--- config.mk ---
export PLATFORM = sky130hd
export DESIGN_NAME = spi_regwr_port
export DESIGN_NICKNAME = d
export VERILOG_FILES = /design/src/rtl/spi_regwr_pkg.sv /design/src/rtl/spi_in_sync.sv /design/src/rtl/spi_byte_rx.sv /design/src/rtl/spi_txn_ctrl.sv /design/src/rtl/spi_regwr_port.sv
export SDC_FILE = /design/constraint.sdc
export NUM_CORES = 1
export LEC_CHECK = 0
export BUFFER_PORTS_ARGS = -buffer_cell sky130_fd_sc_hd__buf_4
export CAP_MARGIN = 5
export CORE_MARGIN = 2
export CORE_UTILIZATION = 50
export DETAILED_ROUTE_END_ITERATION = 10
export PLACE_DENSITY_LB_ADDON = 0.1
export SYNTH_ARGS = -nofsm -noshare
export SYNTH_HDL_FRONTEND = slang
export SYNTH_SLANG_ARGS = --single-unit
--- constraint.sdc ---
create_clock -name clk -period 1.6 [get_ports clk]
set_clock_uncertainty 0.05 [all_clocks]
set_input_delay 0.24 -clock clk [delete_from_list [all_inputs] [get_ports clk]]
set_output_delay 0.24 -clock clk [all_outputs]
set_load 0.005 [all_outputs]
--- src/rtl/spi_regwr_pkg.sv ---
package spi_regwr_pkg;
  localparam int PTR_ADDR_W = 5;
  localparam int BYTE_W     = 8;
  localparam int INCR_BIT   = 7;

  typedef enum logic [1:0] {
    PH_CHIP = 2'd0,
    PH_PTR  = 2'd1,
    PH_DATA = 2'd2,
    PH_DROP = 2'd3
  } phase_t;
endpackage

--- src/rtl/spi_in_sync.sv ---
module spi_in_sync #(
  parameter int STAGES = 2
) (
  input  logic clk,
  input  logic rst,
  input  logic cs_n_in,
  input  logic sclk_in,
  input  logic mosi_in,
  output logic cs_act,
  output logic sclk_rise,
  output logic mosi_s
);
  logic [STAGES-1:0] cs_sr;
  logic [STAGES-1:0] ck_sr;
  logic [STAGES-1:0] md_sr;
  logic              ck_last;

  always_ff @(posedge clk) begin
    if (rst) begin
      cs_sr   <= '1;
      ck_sr   <= '0;
      md_sr   <= '0;
      ck_last <= 1'b0;
    end else begin
      cs_sr   <= {cs_sr[STAGES-2:0], cs_n_in};
      ck_sr   <= {ck_sr[STAGES-2:0], sclk_in};
      md_sr   <= {md_sr[STAGES-2:0], mosi_in};
      ck_last <= ck_sr[STAGES-1];
    end
  end

  assign cs_act    = ~cs_sr[STAGES-1];
  assign sclk_rise = ck_sr[STAGES-1] & ~ck_last & cs_act;
  assign mosi_s    = md_sr[STAGES-1];
endmodule

--- src/rtl/spi_byte_rx.sv ---
module spi_byte_rx
  import spi_regwr_pkg::*;
(
  input  logic              clk,
  input  logic              rst,
  input  logic              cs_act,
  input  logic              sclk_rise,
  input  logic              mosi_s,
  output logic              byte_vld,
  output logic [BYTE_W-1:0] byte_dat
);
  localparam int CNT_W = $clog2(BYTE_W);

  logic [CNT_W-1:0]  bit_cnt;
  logic [BYTE_W-2:0] shreg;

  always_ff @(posedge clk) begin
    if (rst) begin
      bit_cnt  <= '0;
      shreg    <= '0;
      byte_vld <= 1'b0;
      byte_dat <= '0;
    end else begin
      byte_vld <= 1'b0;
      if (!cs_act) begin
        bit_cnt <= '0;
      end else if (sclk_rise) begin
        if (bit_cnt == CNT_W'(BYTE_W - 1)) begin
          byte_dat <= {shreg, mosi_s};
          byte_vld <= 1'b1;
          bit_cnt  <= '0;
        end else begin
          shreg   <= {shreg[BYTE_W-3:0], mosi_s};
          bit_cnt <= bit_cnt + 1'b1;
        end
      end
    end
  end
endmodule

--- src/rtl/spi_txn_ctrl.sv ---
module spi_txn_ctrl
  import spi_regwr_pkg::*;
#(
  parameter logic [6:0] CHIP_ID     = 7'b0010000,
  parameter int         NUM_REGS    = 24,
  parameter int         STATUS_ADDR = 14,
  parameter bit         HAS_STATUS  = 1'b1
) (
  input  logic                  clk,
  input  logic                  rst,
  input  logic                  cs_act,
  input  logic                  byte_vld,
  input  logic [BYTE_W-1:0]     byte_dat,
  output logic                  wr_en,
  output logic [PTR_ADDR_W-1:0] wr_addr,
  output logic [BYTE_W-1:0]     wr_data,
  output phase_t                phase_o,
  output logic                  ptr_incr_o,
  output logic [PTR_ADDR_W-1:0] ptr_addr_o
);
  localparam logic [BYTE_W-1:0] HDR_WRITE = {CHIP_ID, 1'b0};

  phase_t                phase;
  logic                  ptr_incr;
  logic [PTR_ADDR_W-1:0] ptr_addr;
  logic                  addr_ok;
  logic                  is_status;

  generate
    if (HAS_STATUS) begin : g_status
      assign is_status = (int'(ptr_addr) == STATUS_ADDR);
    end else begin : g_nostatus
      assign is_status = 1'b0;
    end
  endgenerate

  assign addr_ok = !is_status && (int'(ptr_addr) < NUM_REGS);

  always_ff @(posedge clk) begin
    if (rst) begin
      phase    <= PH_CHIP;
      ptr_incr <= 1'b1;
      ptr_addr <= PTR_ADDR_W'(1);
      wr_en    <= 1'b0;
      wr_addr  <= '0;
      wr_data  <= '0;
    end else begin
      wr_en <= 1'b0;
      if (!cs_act) begin
        phase <= PH_CHIP;
      end else if (byte_vld) begin
        case (phase)
          PH_CHIP: phase <= (byte_dat == HDR_WRITE) ? PH_PTR : PH_DROP;
          PH_PTR: begin
            ptr_incr <= byte_dat[INCR_BIT];
            ptr_addr <= byte_dat[PTR_ADDR_W-1:0];
            phase    <= PH_DATA;
          end
          PH_DATA: begin
            if (addr_ok) begin
              wr_en   <= 1'b1;
              wr_addr <= ptr_addr;
              wr_data <= byte_dat;
            end
            if (ptr_incr) ptr_addr <= ptr_addr + 1'b1;
          end
          default: phase <= PH_DROP;
        endcase
      end
    end
  end

  assign phase_o    = phase;
  assign ptr_incr_o = ptr_incr;
  assign ptr_addr_o = ptr_addr;
endmodule

--- src/rtl/spi_regwr_port.sv ---
module spi_regwr_port
  import spi_regwr_pkg::*;
#(
  parameter logic [6:0] CHIP_ID     = 7'b0010000,
  parameter int         NUM_REGS    = 24,
  parameter int         STATUS_ADDR = 14,
  parameter bit         HAS_STATUS  = 1'b1,
  parameter int         SYNC_STAGES = 2
) (
  input  logic       clk,
  input  logic       rst,
  input  logic       spi_cs_n,
  input  logic       spi_clk,
  input  logic       spi_mosi,
  output logic       wr_en,
  output logic [4:0] wr_addr,
  output logic [7:0] wr_data
);
  logic                  cs_act;
  logic                  sclk_rise;
  logic                  mosi_s;
  logic                  byte_vld;
  logic [BYTE_W-1:0]     byte_dat;
  phase_t                phase;
  logic                  ptr_incr;
  logic [PTR_ADDR_W-1:0] ptr_addr;

  spi_in_sync #(.STAGES(SYNC_STAGES)) u_sync (
    .clk(clk), .rst(rst),
    .cs_n_in(spi_cs_n), .sclk_in(spi_clk), .mosi_in(spi_mosi),
    .cs_act(cs_act), .sclk_rise(sclk_rise), .mosi_s(mosi_s)
  );

  spi_byte_rx u_rx (
    .clk(clk), .rst(rst),
    .cs_act(cs_act), .sclk_rise(sclk_rise), .mosi_s(mosi_s),
    .byte_vld(byte_vld), .byte_dat(byte_dat)
  );

  spi_txn_ctrl #(
    .CHIP_ID(CHIP_ID), .NUM_REGS(NUM_REGS),
    .STATUS_ADDR(STATUS_ADDR), .HAS_STATUS(HAS_STATUS)
  ) u_ctrl (
    .clk(clk), .rst(rst),
    .cs_act(cs_act), .byte_vld(byte_vld), .byte_dat(byte_dat),
    .wr_en(wr_en), .wr_addr(wr_addr), .wr_data(wr_data),
    .phase_o(phase), .ptr_incr_o(ptr_incr), .ptr_addr_o(ptr_addr)
  );
endmodule

* Word-level counts from Yosys, hierarchy flattened
Cells that the tools add are included.
** Word-level totals
- Memory bits (writable) :: 0
- Memories :: 0
- Logic and storage cells :: 51
- Output and inout bits :: 14
- Latch bits :: 0
- Register bits after elaboration :: 48
- Memory bits (read-only) :: 0
- Input bits :: 5
** Operators by class
- Reduce and logical (&&, ||, !) cells :: 13
- Div/mod/pow operators :: 0
- Add/subtract/negate cells :: 2
- $mul :: 0
- Magnitude comparators :: 1
- Mux-type cells :: 7
- Shifts and indexed selects :: 0
- Bitwise gates (word level) :: 8
- Eq/ne operators :: 6
** Operators by type and width (count)
- $pmux 5 s2 :: 1
- $reduce_and 3->1 :: 3
- $eq 8x6->1 const B :: 1
- $reduce_and 4->1 :: 2
- $not 1->1 :: 6
- $pmux 2 s3 :: 1
- $add 5x1->5 const B :: 1
- $eq 5x5->1 const B :: 1
- $lt 5x5->1 const B :: 1
- $mux 5 :: 1
- $reduce_or 4->1 :: 1
- $add 3x1->3 const B :: 1
- $eq 3x3->1 const B :: 1
- $mux 3 :: 1
- $reduce_or 3->1 :: 1
- $and 1x1->1 :: 2
- $eq 2x1->1 const B :: 1
- $eq 2x2->1 const B :: 1
- $logic_not 2->1 :: 1
- $mux 1 :: 2
- $mux 2 :: 1
- $ne 2x1->1 const B :: 1
- $reduce_and 2->1 :: 1
- $reduce_bool 2->1 :: 1
- 3 further kinds :: 3

* Depth between registers and ports, before layout
Gate-level depths: netlist (run 1).
- Depth after elaboration :: 5
- Gate-level depth with buffers :: 6
- Depth with buffers taken out :: 5

* Modules after synthesis
Synthesis (run 1) repeated with hierarchy kept, for this count alone.
** Unflattened totals
- Cell total of the unflattened synthesis :: 209
- Area total of the unflattened synthesis :: 2097.0 um^2
** By module, submodules not included
- spi_txn_ctrl :: times used 1, cells each 123, area each 1121.1 um^2, sequential area each 440.4 um^2
- spi_byte_rx :: times used 1, cells each 70, area each 780.7 um^2, sequential area each 380.4 um^2
- spi_in_sync :: times used 1, cells each 16, area each 195.2 um^2, sequential area each 140.1 um^2

* Worst setup path before layout (run 1)
No wires, ideal clock.
- Path kind :: register to register
- Start :: register u_rx.bit_cnt[0]
- End :: register u_rx.shreg[0]
- Arrival :: 1444 ps
- Cell stages (with the launch flop) :: 7
- Period minus slack after synthesis :: 1622 ps
- Setup time :: 128 ps
- Required time :: 1422 ps
- Buffers on the path :: 1
- Path slack :: -22 ps
- Path through :: dfxtp_1 > ha_1 > ha_1 > nor4b_1 > buf_2 > mux2i_1 > nor2_1
** On the way
- Longest elaborated chain between the ends :: 3
** Ends and longest elaborated chain
- from (decl) :: line spi_byte_rx.sv:14 : logic [CNT_W-1:0] bit_cnt;
- from (signal assigned) :: line spi_byte_rx.sv:34 : bit_cnt <= bit_cnt + 1'b1;
- $eq 3x3->1 :: line spi_byte_rx.sv:28 : if (bit_cnt == CNT_W'(BYTE_W - 1)) begin
- $not 1->1 (no line)
- $reduce_and 3->1 (no line)
- to (signal assigned) :: line spi_byte_rx.sv:33 : shreg <= {shreg[BYTE_W-3:0], mosi_s};
- to (decl) :: line spi_byte_rx.sv:15 : logic [BYTE_W-2:0] shreg;
No other way between the ends.
A chain may end at the register's enable or synchronous reset.

* Worst setup path in the final report (run 1)
- Start :: register u_sync.cs_sr[1]
- End :: register u_ctrl.wr_addr[3]
** On the way
- Longest elaborated chain between the ends :: 2
** Ends and longest elaborated chain
- from (decl) :: line spi_in_sync.sv:13 : logic [STAGES-1:0] cs_sr;
- from (signal assigned) :: line spi_in_sync.sv:25 : cs_sr <= {cs_sr[STAGES-2:0], cs_n_in};
- $not 1->1 (no line)
- $reduce_and 4->1 (no line)
- to (signal assigned) :: line spi_txn_ctrl.sv:62 : wr_addr <= ptr_addr;
- to (decl) :: line spi_txn_ctrl.sv:15 : output logic [PTR_ADDR_W-1:0] wr_addr,
No other way between the ends.

==> results of run 1 <==
==> per-stage QoR <==
stage                     hold slack, ps  total power, uW  setup slack (ps)  util, %
after detailed placement           347.1             1285            -49.62    56.62
after CTS                          66.12             1976             9.350    59.22
after global placement             343.7             1284             10.35    56.62
final                              69.74             1962             16.23    61.00
after global routing               67.29             2032            -31.93    61.00
after floorplan                    293.8             1265             4.004        -
==> state kept, by name (all words and copies together), names as in the netlist <==
signal / count
u_sync.ck_last: 1
u_ctrl.phase_o: 2
u_sync.md_sr: 2
u_rx.byte_dat: 8
u_ctrl.wr_en: 1
u_rx.shreg: 7
u_rx.byte_vld: 1
u_ctrl.ptr_incr_o: 1
u_ctrl.wr_data: 8
u_rx.bit_cnt: 3
u_sync.cs_sr: 2
u_sync.ck_sr: 2
u_ctrl.ptr_addr_o: 5
u_ctrl.wr_addr: 5
==> kinds of logic (layout without fill, tap and decap cells) <==
| kind of cell | count (synthesis) | after routing |
|---|---|---|
| xor gates and xnor gates | 1 | 1 |
| DFF | 48 | 48 |
| adders and majority gates | 4 | 4 |
| and+or+nand+nor | 91 | 91 |
| muxes | 22 | 22 |
| AOI/OAI and AO/OA | 29 | 29 |
| buffers and inverters | 16 | 40 |
==> what timing repair did <==
item | CTS | global route
endpoints found under the setup margin | 9 | 25
gates cloned | 1 | 0
hold endpoints to repair | 0 | 0
pin swaps | 1 | 3
resized for setup | 4 | 13
==> area by class of cell <==
type | count | area [sq um]
fill | 323 | 1538
sequential | 48 | 964.7
timing repair buffer | 28 | 221.5
inverter | 4 | 15.01
multi-input combinational | 147 | 1056
tap | 50 | 62.56
clock inverter | 1 | 8.758
clock buffer | 7 | 76.32
==> layout by cell type (no fill, tap or decap), drive strengths merged, types with 4 or more instances in the layout <==
master	n
clkbuf	7
and3	4
mux2i	21
nor2	12
dfxtp	48
a21oi	12
nor2b	12
nor3b	4
nand2	40
ha	4
buf	28
==> Yosys cell counts, drive strengths merged <==
library cell / instances / share of area [%]
a311oi: 1 / 0.43
nor3b: 4 / 1.5
and2: 1 / 0.31
o41ai: 1 / 0.81
dfxtp: 48 / 48
mux2: 1 / 0.56
nor2: 12 / 2.2
nor4b: 1 / 0.43
and3: 4 / 1.2
or4: 1 / 0.56
nand2: 40 / 7.4
o32ai: 2 / 0.87
inv: 3 / 0.56
mux2i: 21 / 10
o221a: 1 / 0.56
nor2b: 12 / 3.8
or3b: 1 / 0.43
o21a: 2 / 0.74
ha: 4 / 2.5
xnor2: 1 / 0.43
and4bb: 2 / 1.4
a32oi: 1 / 0.43
clkbuf: 7 / 1.3
nand2b: 2 / 0.62
o211ai: 2 / 0.74
a22oi: 2 / 0.74
a21oi: 12 / 3.0
nand3b: 1 / 0.37
nand4bb: 2 / 1.4
and2b: 1 / 0.43
or2: 3 / 0.93
o221ai: 2 / 0.87
clkinv: 1 / 0.19
a31oi: 1 / 0.31
nor4bb: 1 / 0.50
nor3: 2 / 0.50
and3b: 1 / 0.43
a21o: 1 / 0.37
buf: 5 / 1.6
a32o: 1 / 0.50
==> power groups by stage <==
stage | clock [uW] | combinational (uW) | sequential, uW
global placement | 0 | 48.7 | 1230
CTS | 719 | 50.0 | 1210
global route | 766 | 56.0 | 1210
finish | 702 | 52.0 | 1210
floorplan | 0 | 32.4 | 1230
detailed placement | 0 | 50.0 | 1230
==> metal layers <==
| layer | routed length, um | vias up |
|---|---|---|
| met4 | 53 | 0 |
| met3 | 144 | 6 |
| met5 | 0 | - |
| met1 | 1756 | 724 |
| li1 | - | 779 |
| met2 | 1985 | 30 |
==> how the worst min path moves through the flow <==
stage | end | slack [ps] | depth (start not counted)
floorplan | u_sync.cs_sr[0] | 290 | 1
global placement | u_sync.cs_sr[1] | 340 | 1
detailed placement | u_sync.cs_sr[1] | 350 | 1
CTS | u_sync.cs_sr[0] | 70 | 2
global route | u_sync.cs_sr[0] | 70 | 2
finish | u_sync.cs_sr[0] | 70 | 2
==> results.yml, run 1 <==
outcome:
  status: "complete, no violations"
finish:
  area_growth_pct: 19.08
  fin_nets: 243
  antennaDiodeCount: 0
  final_area_sq_um: 2405
  drive_above_1_share_pct: 22.98
  finalNonFillerCells: 285
worst_setup_path:
  crit_type: "flop to flop"
  critPathBufInv: 0
  path_cells: "nand4bb_2, a311oi_1, o221a_1"
  rrSetupSlack_ps: 20
  start_kind: "flop"
  worstSetupEndpoint: "u_ctrl.wr_addr[3]"
  r2r-end: "u_ctrl.wr_addr[3]"
  cp_slowest_cell: "dfxtp_1"
  cp.depth: 3
  reg2regPathDepth: 3
  r2r-start: "u_sync.cs_sr[1]"
  critPathCaptureType: "flop"
  arrival_ps: 1780
  critical_path.top_delay_family: "compound AO/OA/AOI/OAI gates"
  crit_path_max_incr_delay_ps: 430
  cp_max_fo: 9
  cp.required_ps: 1790
  crit_start: "u_sync.cs_sr[1]"
synth:
  synthXorXnorAreaFrac_pct: 0.4337
  synthSimpleGateAreaFrac_pct: 24.54
  synth_top_family_by_area: "simple AND/OR/NAND/NOR gates"
  syn_inst: 211
  synth_mux_area_share_pct: 10.97
  ys_seq_area_share_pct: 47.58
  ys_ff_latch: 48
  synth_fp_nets: 220
  yosysUniqueCellTypes: 46
  synth-compound-area-share_pct: 10.35
  synth_area_sq_um: 2019
  synth_fa_ha_area_share_pct: 2.478
  ys.warnings.count: 0
  avgSynthCellArea_sq_um: 9.571
global_routing:
  grt.overflow.total: 0
  met2_usage_pct: 31.37
  grt_pass1_wl_um: 6327
  grt_pass1_vias: 1399
  use_met1_pct: 22.99
  grt.total_usage_pct: 18.84
  grt_use_met3_pct: 5.500
  antenna_found_initial: 0
  grt.busiest_layer: "met2"
  grt_max_degree: 28
timing:
  worst_slew_pin_slew_ps: 397.5
  period_needed_ps: 1584
  fin_tns_setup_ps: 0
  fmax_ghz: 0.6314
  rsz0062_at_grt: "yes"
  slew_headroom_pct: 73.46
  finalMaxSlewViolations: 0
  hold_violations: 0
  setup_viol: 0
  period_share_pct: 98.99
detailed_routing:
  drc: 0
  post_drt_wl_per_cell_um: 13.82
  routed_via_density: 5.400
  drtAntennaViolNets: 0
  via_count: 1539
  firstDrtPassIters: 4
  drt_wl_total_um: 3939
  drt_iter0_drc: 104
place:
  io_buffer_count: 18
  dp_hpwl_um: 2795
  place.gp.congestion: 0.8705
  placed_cells: 276
  placed_area_sq_um: 2232
power:
  netSwitchingPower_uw: 425.7
  ir_worst_vdd_mv: 0.7184
  power_density_nw_per_um2: 815.9
  seqPwrFrac_pct: 61.6
  p_int_uw: 1536
  comb_power_share_pct: 2.6
  p_leak_uw: 0.0008642
  swShare_pct: 21.70
  clkPwrFrac_pct: 35.8
clock_network:
  clock-root-buffer: "clkbuf_8"
  cts_setup_buffers: 0
  clock-sinks: 48
  clock_path_buffers: 2
  htree_levels: 2
  clkSlewWorstSetupHoldPaths_ps: 80
  clock_latency_ps: 300
  cts_tree: "yes"
  cts_made_buffers: 5
  holdBufCountCts: 0
job:
  drv_cap: 0
floorplanning:
  core-area_sq_um: 3943
  start_util_pct: 51.22
  die_h_um: 67.55
  dieArea_sq_um: 4563
  rows: 23
  pin_count: 19
  dieWidth_um: 67.55
hold_path:
  hold_class: "primary input to flop"
  hold_start: "spi_cs_n"
Power figures use the tool's default switching activity.
==> run 2: changes to the inputs <==
--- a/config.mk
+++ b/config.mk
@@ -5,6 +5,7 @@
 export SDC_FILE = /design/constraint.sdc
 export NUM_CORES = 1
 export LEC_CHECK = 0
+export ABC_AREA = 1
 export BUFFER_PORTS_ARGS = -buffer_cell sky130_fd_sc_hd__buf_4
 export CAP_MARGIN = 5
 export CORE_MARGIN = 2
==> run 2 against run 1 <==
Effect of this change:
- clock power up 5.3%
- combinational power barely moved
- global-route usage increased by 0.12 points
- hold slack improved by 6.4 ps
- critical path type unchanged
- die area fell by 1.0%
- total power grew 1.9%
- sequential power about the same
- synthesized cell count increased by 24%
- highest routed layer unchanged
==> results.yml, run 2 <==
outcome:
  status: "complete, no violations"
timing:
  fmax_ghz: 0.6764
  rsz0062_at_grt: "no"
  hold_violations: 0
  finalMaxSlewViolations: 0
  layout_setup_ws_ps: 121.5
  period_share_pct: 92.40
  worst_slew_pin_slew_ps: 300.4
  period_needed_ps: 1478
  fin_tns_setup_ps: 0
  setup_viol: 0
  slew_headroom_pct: 79.94
synth:
  synthFlopType: "dfxtp_1"
  synth-compound-area-share_pct: 10.59
  async_flop_share_pct: 0
  synthSimpleGateAreaFrac_pct: 30.01
  synth_top_family_by_area: "simple AND/OR/NAND/NOR gates"
  ys.warnings.count: 0
  avgSynthCellArea_sq_um: 7.651
  yosysUniqueCellTypes: 22
  post-synth-top-area-cell: "dfxtp_1"
  ys_ff_latch: 48
  ys_seq_area_share_pct: 48.12
  synth_area_sq_um: 1997
  synth_fp_nets: 270
  synth_fa_ha_area_share_pct: 2.506
  synthXorXnorAreaFrac_pct: 0
  synth_mux_area_share_pct: 0
  synth_most_common_cell: "dfxtp_1"
  netlist.area_leader.share_pct: 48.12
  synth_area_leaders: "dfxtp_1 (48%), nor2_1 (7.5%), o21ai_0 (6.0%), nand2_1 (6.0%), nor2_2 (6.0%)"
  yosys-top-cells-count: "dfxtp_1 (48), nor2_1 (40), nand2_1 (32)"
  synth_edf_count: 0
  syn_inst: 261
worst_setup_path:
  start_kind: "flop"
  crit_type: "flop to flop"
  critPathCaptureType: "flop"
  arrival_ps: 1660
  cp.required_ps: 1780
  rrSetupSlack_ps: 120
  cp_max_fo: 14
detailed_routing:
  drt_wl_total_um: 3784
  drc: 0
  post_drt_wl_per_cell_um: 11.43
  firstDrtPassIters: 5
  drtAntennaViolNets: 0
  drt_iter0_drc: 100
  via_count: 1661
  routed_via_density: 5.018
hold_path:
  hold_class: "primary input to flop"
finish:
  finalNonFillerCells: 331
  fill_cells: 358
  antennaDiodeCount: 0
  drive_above_1_share_pct: 21.91
  biggestRegsByFlops: "u_ctrl.wr_data x8, u_rx.byte_dat x8, u_rx.shreg x7"
  area_growth_pct: 14.79
  final_cell_mix: "dfxtp_1 (48), nor2_1 (40), nand2_1 (32)"
  fin_nets: 291
  fin_util_pct: 61.23
  final_common_cell: "dfxtp_1"
global_routing:
  grt_pass1_wl_um: 6548
  antenna_found_initial: 0
  grt_max_degree: 33
  grt_pass1_vias: 1520
  grt.total_usage_pct: 18.96
  grt.overflow.total: 0
floorplanning:
  pin_count: 19
  core-area_sq_um: 3744
  rows: 22
  dieArea_sq_um: 4515
  start_util_pct: 53.34
  die_h_um: 67.20
  dieWidth_um: 67.20
place:
  dp_hpwl_um: 2637
  io_buffer_count: 18
  dpl_worst_slack_ps: 159.3
  place.gp.congestion: 0.7987
  placed_cells: 323
clock_network:
  cts_tree: "yes"
  htree_levels: 2
  post_cts_resized: 0
  clock_path_buffers: 2
  holdBufCountCts: 0
  clock-root-buffer: "clkbuf_8"
  cts_setup_buffers: 0
  clock_latency_ps: 300
  cts_made_buffers: 5
  clkSlewWorstSetupHoldPaths_ps: 90
  clock-sinks: 48
job:
  drv_cap: 0
power:
  power_density_nw_per_um2: 872.4
  p_leak_uw: 0.0009740
  ir_worst_vdd_mv: 0.4784
## run 2: changes by cell type after synthesis, sizes merged, moves of 3 or more
| cell | previous run | this run |
|---|---|---|
| nand2 | 40 | 35 |
| nor2b | 12 | 0 |
| and3 | 4 | 0 |
| inv | 3 | 31 |
| a21oi | 12 | 16 |
| nand4 | 0 | 13 |
| nor2 | 12 | 60 |
| mux2i | 21 | 0 |
| nor3b | 4 | 0 |
| nand3 | 0 | 12 |
| o21ai | 0 | 24 |
| clkbuf | 7 | 4 |
## run 2: kinds of logic after synthesis
kind of cell | count (synthesis)
AOI/OAI and AO/OA | 41
and+or+nand+nor | 126
buffers and inverters | 42
DFF | 48
adders and majority gates | 4
## run 2: per-layer routing
metal,track usage (%),vias to the layer above,wire length [um]
li1,-,875,-
met1,23.20,754,1821
met2,32.43,26,1768
met3,3.833,6,132
met4,7.908,0,61
met5,0,-,0
## run 2: where the power goes
part	switching (uW)	internal, uW	leakage [uW]
sequential	5.19	1200	0.000388
combinational	32.5	19.7	0.000541
clock	388	351	0.0000445
total	425	1570	0.000974
## run 2: worst max-delay path, stage by stage (launching register included)
cell     delay (ps)
dfxtp_1         420
inv_1           100
ha_1            200
nand3_1         150
nand2_2          90
nor2_4          100
buf_12          150
nor2_1           50
nor2_1           80
## run 2: final cells by class
cell class              count  area (sq um)  share of cell area, %
multi-input cells         171         860.8                  37.55
flip-flops and latches     48         960.9                  41.92
clock inverters             1         7.507                 0.3275
inverters                  31         116.4                  5.076
well taps                  48         60.06                  2.620
clock buffers               7         86.33                  3.766
repair buffers             25         200.2                  8.734
## run 2: path summary, 6_finish.rpt
| path | from | to | cells past startpoint |
|---|---|---|---|
| setup reg to reg | u_ctrl.ptr_addr_o[0] | u_ctrl.wr_addr[0] | 8 |
| hold / removal | spi_cs_n | u_sync.cs_sr[0] | 2 |
| setup / recovery | u_ctrl.ptr_addr_o[0] | u_ctrl.wr_addr[0] | 8 |
| hold reg to reg | u_sync.md_sr[0] | u_sync.md_sr[1] | 2 |
## run 2: stage by stage
step,power [uW],hold slack [ps],instance area (sq um)
finish,2000,76.11,2292
global route,2079,76.23,2292
CTS,2025,70.81,2292
detailed placement,1289,343.1,2198
global placement,1289,340.6,2198
floorplan,1271,293.8,1997
